### src/rtl/cmdrx_pkg.sv
package cmdrx_pkg;
  localparam int BYTE_W = 8;
  localparam int OP_W   = 4;

  // Number of bytes a command occupies, keyed by its opcode nibble.
  function automatic logic [1:0] op_len(input logic [OP_W-1:0] op);
    case (op)
      4'h1, 4'h3, 4'h4, 4'h9, 4'hF: op_len = 2'd2;
      4'hD, 4'hE:                   op_len = 2'd3;
      default:                      op_len = 2'd1;
    endcase
  endfunction

  // Opcodes followed by a read slot.
  function automatic logic op_is_read(input logic [OP_W-1:0] op);
    op_is_read = (op == 4'hA) || (op == 4'hB) || (op == 4'hC);
  endfunction
endpackage

### src/rtl/cmdrx_sync.sv
module cmdrx_sync #(
  parameter int STAGES = 2
) (
  input  logic clk,
  input  logic rst,
  input  logic sck,
  input  logic csb,
  input  logic si,
  output logic sck_rise,
  output logic sck_fall,
  output logic cs_act,
  output logic si_s
);
  localparam int W = 3;
  localparam logic [W-1:0] IDLE_V = 3'b010; // {sck, csb, si}

  logic [W-1:0] stg [STAGES];
  logic         sck_prev;

  genvar g;
  generate
    for (g = 0; g < STAGES; g++) begin : g_stage
      if (g == 0) begin : g_first
        always_ff @(posedge clk) begin
          if (rst) stg[g] <= IDLE_V;
          else     stg[g] <= {sck, csb, si};
        end
      end else begin : g_next
        always_ff @(posedge clk) begin
          if (rst) stg[g] <= IDLE_V;
          else     stg[g] <= stg[g-1];
        end
      end
    end
  endgenerate

  always_ff @(posedge clk) begin
    if (rst) sck_prev <= 1'b0;
    else     sck_prev <= stg[STAGES-1][2];
  end

  assign sck_rise = stg[STAGES-1][2] & ~sck_prev;
  assign sck_fall = ~stg[STAGES-1][2] & sck_prev;
  assign cs_act   = ~stg[STAGES-1][1];
  assign si_s     = stg[STAGES-1][0];
endmodule

### src/rtl/cmdrx_shift.sv
module cmdrx_shift
  import cmdrx_pkg::*;
(
  input  logic              clk,
  input  logic              rst,
  input  logic              cs_act,
  input  logic              sck_rise,
  input  logic              sck_fall,
  input  logic              si_s,
  input  logic              load_slot,
  input  logic [BYTE_W-1:0] rd_data,
  output logic              byte_done,
  output logic              slot_end,
  output logic [BYTE_W-1:0] byte_q,
  output logic              so,
  output logic              so_oe
);
  localparam int CNT_W = $clog2(BYTE_W);
  localparam logic [CNT_W-1:0] LAST_BIT = CNT_W'(BYTE_W - 1);

  logic [CNT_W-1:0]  bit_cnt;
  logic [BYTE_W-1:0] out_sh;

  always_ff @(posedge clk) begin
    if (rst) begin
      bit_cnt   <= '0;
      out_sh    <= '0;
      byte_q    <= '0;
      byte_done <= 1'b0;
      slot_end  <= 1'b0;
      so        <= 1'b0;
      so_oe     <= 1'b0;
    end else begin
      byte_done <= 1'b0;
      slot_end  <= 1'b0;
      if (!cs_act) begin
        bit_cnt <= '0;
        so_oe   <= 1'b0;
        so      <= 1'b0;
      end else begin
        if (load_slot) begin
          so_oe  <= 1'b1;
          out_sh <= rd_data;
        end
        if (sck_rise && so_oe) begin
          so     <= out_sh[BYTE_W-1];
          out_sh <= {out_sh[BYTE_W-2:0], 1'b0};
        end
        if (sck_fall) begin
          bit_cnt <= bit_cnt + 1'b1;
          if (!so_oe) byte_q <= {byte_q[BYTE_W-2:0], si_s};
          if (bit_cnt == LAST_BIT) begin
            if (so_oe) begin
              so_oe    <= 1'b0;
              slot_end <= 1'b1;
            end else begin
              byte_done <= 1'b1;
            end
          end
        end
      end
    end
  end
endmodule

### src/rtl/cmdrx_frame.sv
module cmdrx_frame
  import cmdrx_pkg::*;
#(
  parameter int BUSY_CYC = 4
) (
  input  logic              clk,
  input  logic              rst,
  input  logic              cs_act,
  input  logic              byte_done,
  input  logic              slot_end,
  input  logic [BYTE_W-1:0] byte_q,
  input  logic              dbl_mode,
  output logic              cmd_valid,
  output logic [OP_W-1:0]   cmd_op,
  output logic [OP_W-1:0]   cmd_arg,
  output logic [BYTE_W-1:0] cmd_b1,
  output logic [BYTE_W-1:0] cmd_b2,
  output logic [1:0]        cmd_len,
  output logic              dbl_err,
  output logic              busy_n,
  output logic              load_slot
);
  localparam int BC_W = $clog2(BUSY_CYC + 1);
  localparam logic [BC_W-1:0] BC_INIT = BC_W'(BUSY_CYC - 1);

  logic [1:0]          pos;
  logic [BYTE_W-1:0]   b0, b1;
  logic                pend;
  logic [3*BYTE_W-1:0] pcopy;
  logic [BC_W-1:0]     bcnt;

  logic [BYTE_W-1:0]   nb0, nb1, nb2;
  logic [1:0]          nlen;
  logic                nrd, last, same;

  always_comb begin
    nb0  = (pos == 2'd0) ? byte_q : b0;
    nb1  = (pos == 2'd1) ? byte_q : ((pos == 2'd0) ? '0 : b1);
    nb2  = (pos == 2'd2) ? byte_q : '0;
    nlen = op_len(nb0[BYTE_W-1 -: OP_W]);
    nrd  = op_is_read(nb0[BYTE_W-1 -: OP_W]);
    last = ((pos + 2'd1) == nlen);
    same = ({nb0, nb1, nb2} == pcopy);
  end

  always_ff @(posedge clk) begin
    if (rst) begin
      pos <= '0; b0 <= '0; b1 <= '0; pend <= 1'b0; pcopy <= '0;
      cmd_valid <= 1'b0; cmd_op <= '0; cmd_arg <= '0;
      cmd_b1 <= '0; cmd_b2 <= '0; cmd_len <= '0;
      dbl_err <= 1'b0; load_slot <= 1'b0;
    end else begin
      cmd_valid <= 1'b0;
      dbl_err   <= 1'b0;
      load_slot <= 1'b0;
      if (!cs_act) begin
        pos  <= '0;
        pend <= 1'b0;
      end else if (byte_done) begin
        if (pos == 2'd0) b0 <= byte_q;
        if (pos == 2'd1) b1 <= byte_q;
        if (!last) begin
          pos <= pos + 2'd1;
        end else begin
          pos <= '0;
          if (nrd || !dbl_mode || (pend && same)) begin
            cmd_valid <= 1'b1;
            cmd_op    <= nb0[BYTE_W-1 -: OP_W];
            cmd_arg   <= nb0[OP_W-1:0];
            cmd_b1    <= nb1;
            cmd_b2    <= nb2;
            cmd_len   <= nlen;
            load_slot <= nrd;
            if (!nrd) pend <= 1'b0;
          end else if (!pend) begin
            pend  <= 1'b1;
            pcopy <= {nb0, nb1, nb2};
          end else begin
            pend    <= 1'b0;
            dbl_err <= 1'b1;
          end
        end
      end
    end
  end

  always_ff @(posedge clk) begin
    if (rst) begin
      busy_n <= 1'b1;
      bcnt   <= '0;
    end else if (byte_done || slot_end) begin
      busy_n <= 1'b0;
      bcnt   <= BC_INIT;
    end else if (!busy_n) begin
      if (bcnt == '0) busy_n <= 1'b1;
      else            bcnt   <= bcnt - 1'b1;
    end
  end


  strobe_one_cycle_chk: assert property (@(posedge clk) disable iff (rst)
    cmd_valid |=> !cmd_valid);

  err_excl_strobe_chk: assert property (@(posedge clk) disable iff (rst)
    !(cmd_valid && dbl_err));

  busy_after_byte_chk: assert property (@(posedge clk) disable iff (rst)
    (byte_done || slot_end) |=> !busy_n);
endmodule

### src/rtl/cmdrx_top.sv
module cmdrx_top
  import cmdrx_pkg::*;
#(
  parameter int SYNC_STAGES = 2,
  parameter int BUSY_CYC    = 4
) (
  input  logic              clk,
  input  logic              rst,
  input  logic              sck,
  input  logic              csb,
  input  logic              si,
  output logic              so,
  output logic              so_oe,
  output logic              busy_n,
  input  logic              dbl_mode,
  input  logic [BYTE_W-1:0] rd_data,
  output logic              cmd_valid,
  output logic [OP_W-1:0]   cmd_op,
  output logic [OP_W-1:0]   cmd_arg,
  output logic [BYTE_W-1:0] cmd_b1,
  output logic [BYTE_W-1:0] cmd_b2,
  output logic [1:0]        cmd_len,
  output logic              dbl_err
);
  logic sck_rise, sck_fall, cs_act, si_s;
  logic byte_done, slot_end, load_slot;
  logic [BYTE_W-1:0] byte_q;

  cmdrx_sync #(.STAGES(SYNC_STAGES)) u_sync (
    .clk(clk), .rst(rst), .sck(sck), .csb(csb), .si(si),
    .sck_rise(sck_rise), .sck_fall(sck_fall), .cs_act(cs_act), .si_s(si_s)
  );

  cmdrx_shift u_shift (
    .clk(clk), .rst(rst), .cs_act(cs_act), .sck_rise(sck_rise),
    .sck_fall(sck_fall), .si_s(si_s), .load_slot(load_slot),
    .rd_data(rd_data), .byte_done(byte_done), .slot_end(slot_end),
    .byte_q(byte_q), .so(so), .so_oe(so_oe)
  );

  cmdrx_frame #(.BUSY_CYC(BUSY_CYC)) u_frame (
    .clk(clk), .rst(rst), .cs_act(cs_act), .byte_done(byte_done),
    .slot_end(slot_end), .byte_q(byte_q), .dbl_mode(dbl_mode),
    .cmd_valid(cmd_valid), .cmd_op(cmd_op), .cmd_arg(cmd_arg),
    .cmd_b1(cmd_b1), .cmd_b2(cmd_b2), .cmd_len(cmd_len),
    .dbl_err(dbl_err), .busy_n(busy_n), .load_slot(load_slot)
  );


  slot_follows_read_chk: assert property (@(posedge clk) disable iff (rst)
    $rose(so_oe) |-> $past(load_slot));
endmodule

### config.mk
export PLATFORM = sky130hd
export DESIGN_NAME = cmdrx_top
export DESIGN_NICKNAME = d
export VERILOG_FILES = /design/src/rtl/cmdrx_pkg.sv /design/src/rtl/cmdrx_sync.sv /design/src/rtl/cmdrx_shift.sv /design/src/rtl/cmdrx_frame.sv /design/src/rtl/cmdrx_top.sv
export SDC_FILE = /design/constraint.sdc
export NUM_CORES = 1
export LEC_CHECK = 0
export BUFFER_PORTS_ARGS = -buffer_cell sky130_fd_sc_hd__buf_4
export CAP_MARGIN = 20
export CORE_UTILIZATION = 40
export DETAILED_ROUTE_END_ITERATION = 6
export HOLD_SLACK_MARGIN = 0.05
export PLACE_DENSITY = 0.57
export SLEW_MARGIN = 10
export SYNTH_ARGS = -nofsm -noshare
export SYNTH_HDL_FRONTEND = slang
export SYNTH_SLANG_ARGS = --single-unit
export TNS_END_PERCENT = 1
### constraint.sdc
create_clock -name clk -period 3.1 [get_ports clk]
set_clock_uncertainty 0.1 [all_clocks]
set_input_delay 0.62 -clock clk [delete_from_list [all_inputs] [get_ports clk]]
set_output_delay 0.62 -clock clk [all_outputs]
set_load 0.01 [all_outputs]
==> key figures <==
Cells and area
  – Layout cells sized above 1: 0.196
  – Fin area: about 0.0060 mm2
  – Most common cell after layout, fill and taps aside: dfxtp_1
  – Footprint of the multi-input gates: between 0.002 and 0.003 mm2
  – FF+latch area: roughly 0.0021 mm2
  – Most frequent cells in the layout: dfxtp_1 (106), buf_4 (79), nand2_1 (77), nor2_1 (55), a21oi_1 (49)
  – Nets@finish: roughly 650
  – Layout area overhead: 20.5%
  – Diode count: 0
  – Fillers: 1204

Synth
  – Ys async rst share: 0
  – Largest family of logic cells by synthesized area: simple AND/OR/NAND/NOR gates
  – Flops & latches, synth: roughly 110
  – Synth Area in XOR/XNOR: 0.0475
  – Mux cell area share after synthesis: 0.0869
  – Simple-gate area share of the yosys netlist: 0.197
  – Total number of yosys warnings: 0
  – Synth Area in Compound Gates: 0.176
  – Synth cell types: 56
  – Synth Area in Adders: 0.0176
  – Synth Area per Inst: ~8.5 um2
  – Net count after synthesis: slightly above 600
  – Register area share after synthesis: 0.426
  – Syn Inst Count: 585
  – Synth Flop Type: dfxtp_1
  – Mapped cell area: around 0.005 mm2
  – Post-synth EDFFs: 0

Power and ir drop
  – Logic pwr share: 0.022
  – Switch share: 0.209
  – Peak VDD IR: 0.318 mV
  – Clk pwr share: 0.423
  – Leak: between 2 and 2.5 nW
  – Cell Pwr Density: ~400 mW/mm2
  – Pint: just under 2 mW
  – Psw: between 0.5 and 0.6 mW
  – Sequential share of power: 0.555

Clock tree
  – Root buf cell: clkbuf_16
  – CTS tree: done
  – Worst skew pair latency: 0.35 ns
  – Clock buffer depth: 2
  – Hold-fix buffers, CTS: 0
  – CTS Sinks: roughly 110
  – Worst-path clk slew: ~0.07 ns
  – CTS Buf Count: 9
  – H-tree levels: 3

Timing
  – FMAX: 339 MHz
  – Setup TNS: 0 ns
  – Slew Viols, Final: 0
  – Actual slew at the worst max-slew pin: ~0.63 ns
  – Slew Limit Headroom: 0.576
  – Fin crit share: 0.952
  – Hold Violations, Final: 0
  – Setup-failing EPs final: 0
  – RSZ-0062 raised after global routing: true
  – Period minus WS final: 2.95 ns

Critical path
  – Reg-to-reg endpoint: u_frame.cmd_op[0]
  – Setup crit end kind: register
  – WS Path Type: register to register
  – FF-to-FF Start: u_frame.pos[1]
  – Reg2reg path depth: 14
  – Crit Path Max Fanout: 10
  – CP startpoint kind: register
  – R2R Setup Slk: around 0.15 ns
  – CP required: 3.26 ns
  – CP arrival: 3.11 ns

GRT
  – Grt ovf: 0
  – Initial antenna violation count: 0
  – GRT Overall Usage: 0.189
  – Pin count of the biggest net entering global routing: ~50
  – Vias in the first global route: 3909
  – First-pass GRT wire length: between 15000 and 20000 um

Hold path
  – Worst hold stages: 1
  – Worst Hold Launch: u_sync.stg[0][1]
  – Hold endpoint: u_sync.stg[1][1]
  – Worst min-delay path class: register to register

Outcome
  – Outcome: complete, no violations

Placement
  – IO buf count: 44
  – Placed Area: 0.00560 mm2
  – Post-DP HPWL: 8030 um
  – RD Place Congestion: about 0.9

Flow run
  – Max_cap viols: 0

Floorplanning
  – Core Box Area: about 0.012 mm2
  – Die width: 114 um
  – Vert. Die Dim: approximately 110 um
  – Initial Util: 0.413
  – Num ports: 45
  – # rows: 40
  – Die footprint: between 0.01 and 0.015 mm2

Drt
  – WL/cell: approximately 15 um
  – Final ANT Viol Nets: 0
  – Vias: around 4200
  – DRT Wirelength: 11800 um
  – Vias per inst: around 5.2
  – Drt drc: 0
  – 1st-iter DRT viols: 220
  – DR pass1 iterations: 5
[what timing repair did]
| action | in CTS | in global routing |
|---|---|---|
| resized for setup | 1 | 16 |
| setup buffers | 0 | 6 |
| cloned | 0 | 0 |
| endpoints found under the setup margin | 1 | 26 |
| hold endpoints to repair | 0 | 0 |
| pin swaps | 0 | 3 |
[metal layers]
layer / vias up / track usage / wire length, um
li1: 2141 / - / -
met1: 1962 / 0.248 / 5670
met2: 88 / 0.295 / 5420
met3: 12 / 0.0537 / 524
met4: 0 / 0.0702 / 169
met5: - / 0 / 0
[Yosys cell counts, drive strengths merged (4+ instances only)]
cell	instances	area, um2
mux2i	28	309
o21ai	26	130
dfxtp	106	2120
nor2b	16	100
nor3	5	25.0
a21oi	49	245
nand4	7	43.8
a211oi	38	285
nor3b	6	45.0
buf	13	81.3
nand3	23	115
nor4bb	4	40.0
inv	12	45.0
nand2	78	295
xnor2	24	210
ha	7	87.6
nor2	55	206
clkbuf	32	120
mux2	11	124
[cell type report]
type / count / share of cell area
clock inverter: 2 / 0.00229
clock buffer: 13 / 0.0417
sequential: 106 / 0.354
multi-input combinational: 422 / 0.453
tap: 168 / 0.0350
timing repair buffer: 82 / 0.107
inverter: 12 / 0.00750
[cell families (layout without fill, tap and decap cells)]
kind of cell	count (synthesis)	after routing
buffers and inverters	57	109
xor gates and xnor gates	27	27
muxes	39	39
and+or+nand+nor	210	210
adders and majority gates	7	7
DFF	106	106
AOI/OAI and AO/OA	139	139
[sequential cells by signal (all words and copies together) (netlist names), 2 cells and up]
name / cells
u_frame.pos: 2
u_frame.cmd_b1: 8
u_frame.cmd_b2: 8
u_frame.bcnt: 3
u_sync.stg: 6
u_frame.b0: 8
u_shift.byte_q: 8
u_frame.b1: 8
u_shift.bit_cnt: 3
u_shift.out_sh: 8
u_frame.cmd_arg: 4
u_frame.pcopy: 24
u_frame.cmd_op: 4
u_frame.cmd_len: 2
[through the flow]
| step | power [mW] | setup slack (ns) | hold slack [ns] | utilization | instances |
|---|---|---|---|---|---|
| after CTS | 2.50 | 0.0171 | 0.313 | 0.487 | 799 |
| after global placement | 1.45 | 0.145 | 0.297 | 0.464 | 784 |
| after global routing | 2.55 | -0.0339 | 0.335 | 0.498 | 805 |
| after detailed placement | 1.45 | 0.0316 | 0.298 | 0.464 | 784 |
| final | 2.46 | 0.150 | 0.309 | 0.498 | 805 |
| after floorplan | 1.43 | 0.157 | 0.289 | - | 585 |
[power groups by stage]
stage                     clock network (mW)  registers, mW  logic (mW)
after floorplan                            0           1.40      0.0309
after global placement                     0           1.40      0.0531
after detailed placement                   0           1.40      0.0532
after CTS                               1.08           1.37      0.0535
after global routing                    1.13           1.37      0.0591
final                                   1.04           1.37      0.0537
[worst max-delay path by stage]
stage	from	to	slack [ns]	depth (start not counted)
floorplan	u_frame.pos[0]	u_frame.cmd_b1[6]	0.16	12
global placement	u_frame.pos[1]	u_frame.cmd_len[0]	0.14	11
detailed placement	u_frame.pos[1]	u_frame.cmd_len[0]	0.03	12
CTS	u_frame.pos[1]	u_frame.cmd_b1[7]	0.02	11
global route	u_frame.pos[1]	u_frame.cmd_op[2]	-0.03	13
finish	u_frame.pos[1]	u_frame.cmd_op[0]	0.15	14
[critical path, stage by stage, from the launching register on]
cell and delay, ns:
dfxtp_1 0.36, inv_1 0.09, ha_4 0.18, buf_4 0.15
mux2i_4 0.19, buf_6 0.16, buf_4 0.14, xnor2_2 0.13
and4_1 0.21, o31ai_2 0.30, buf_4 0.19, a211o_1 0.17
nor2_1 0.06, buf_4 0.17, a211oi_1 0.24
No activity file was read; power rests on OpenSTA's default activity.
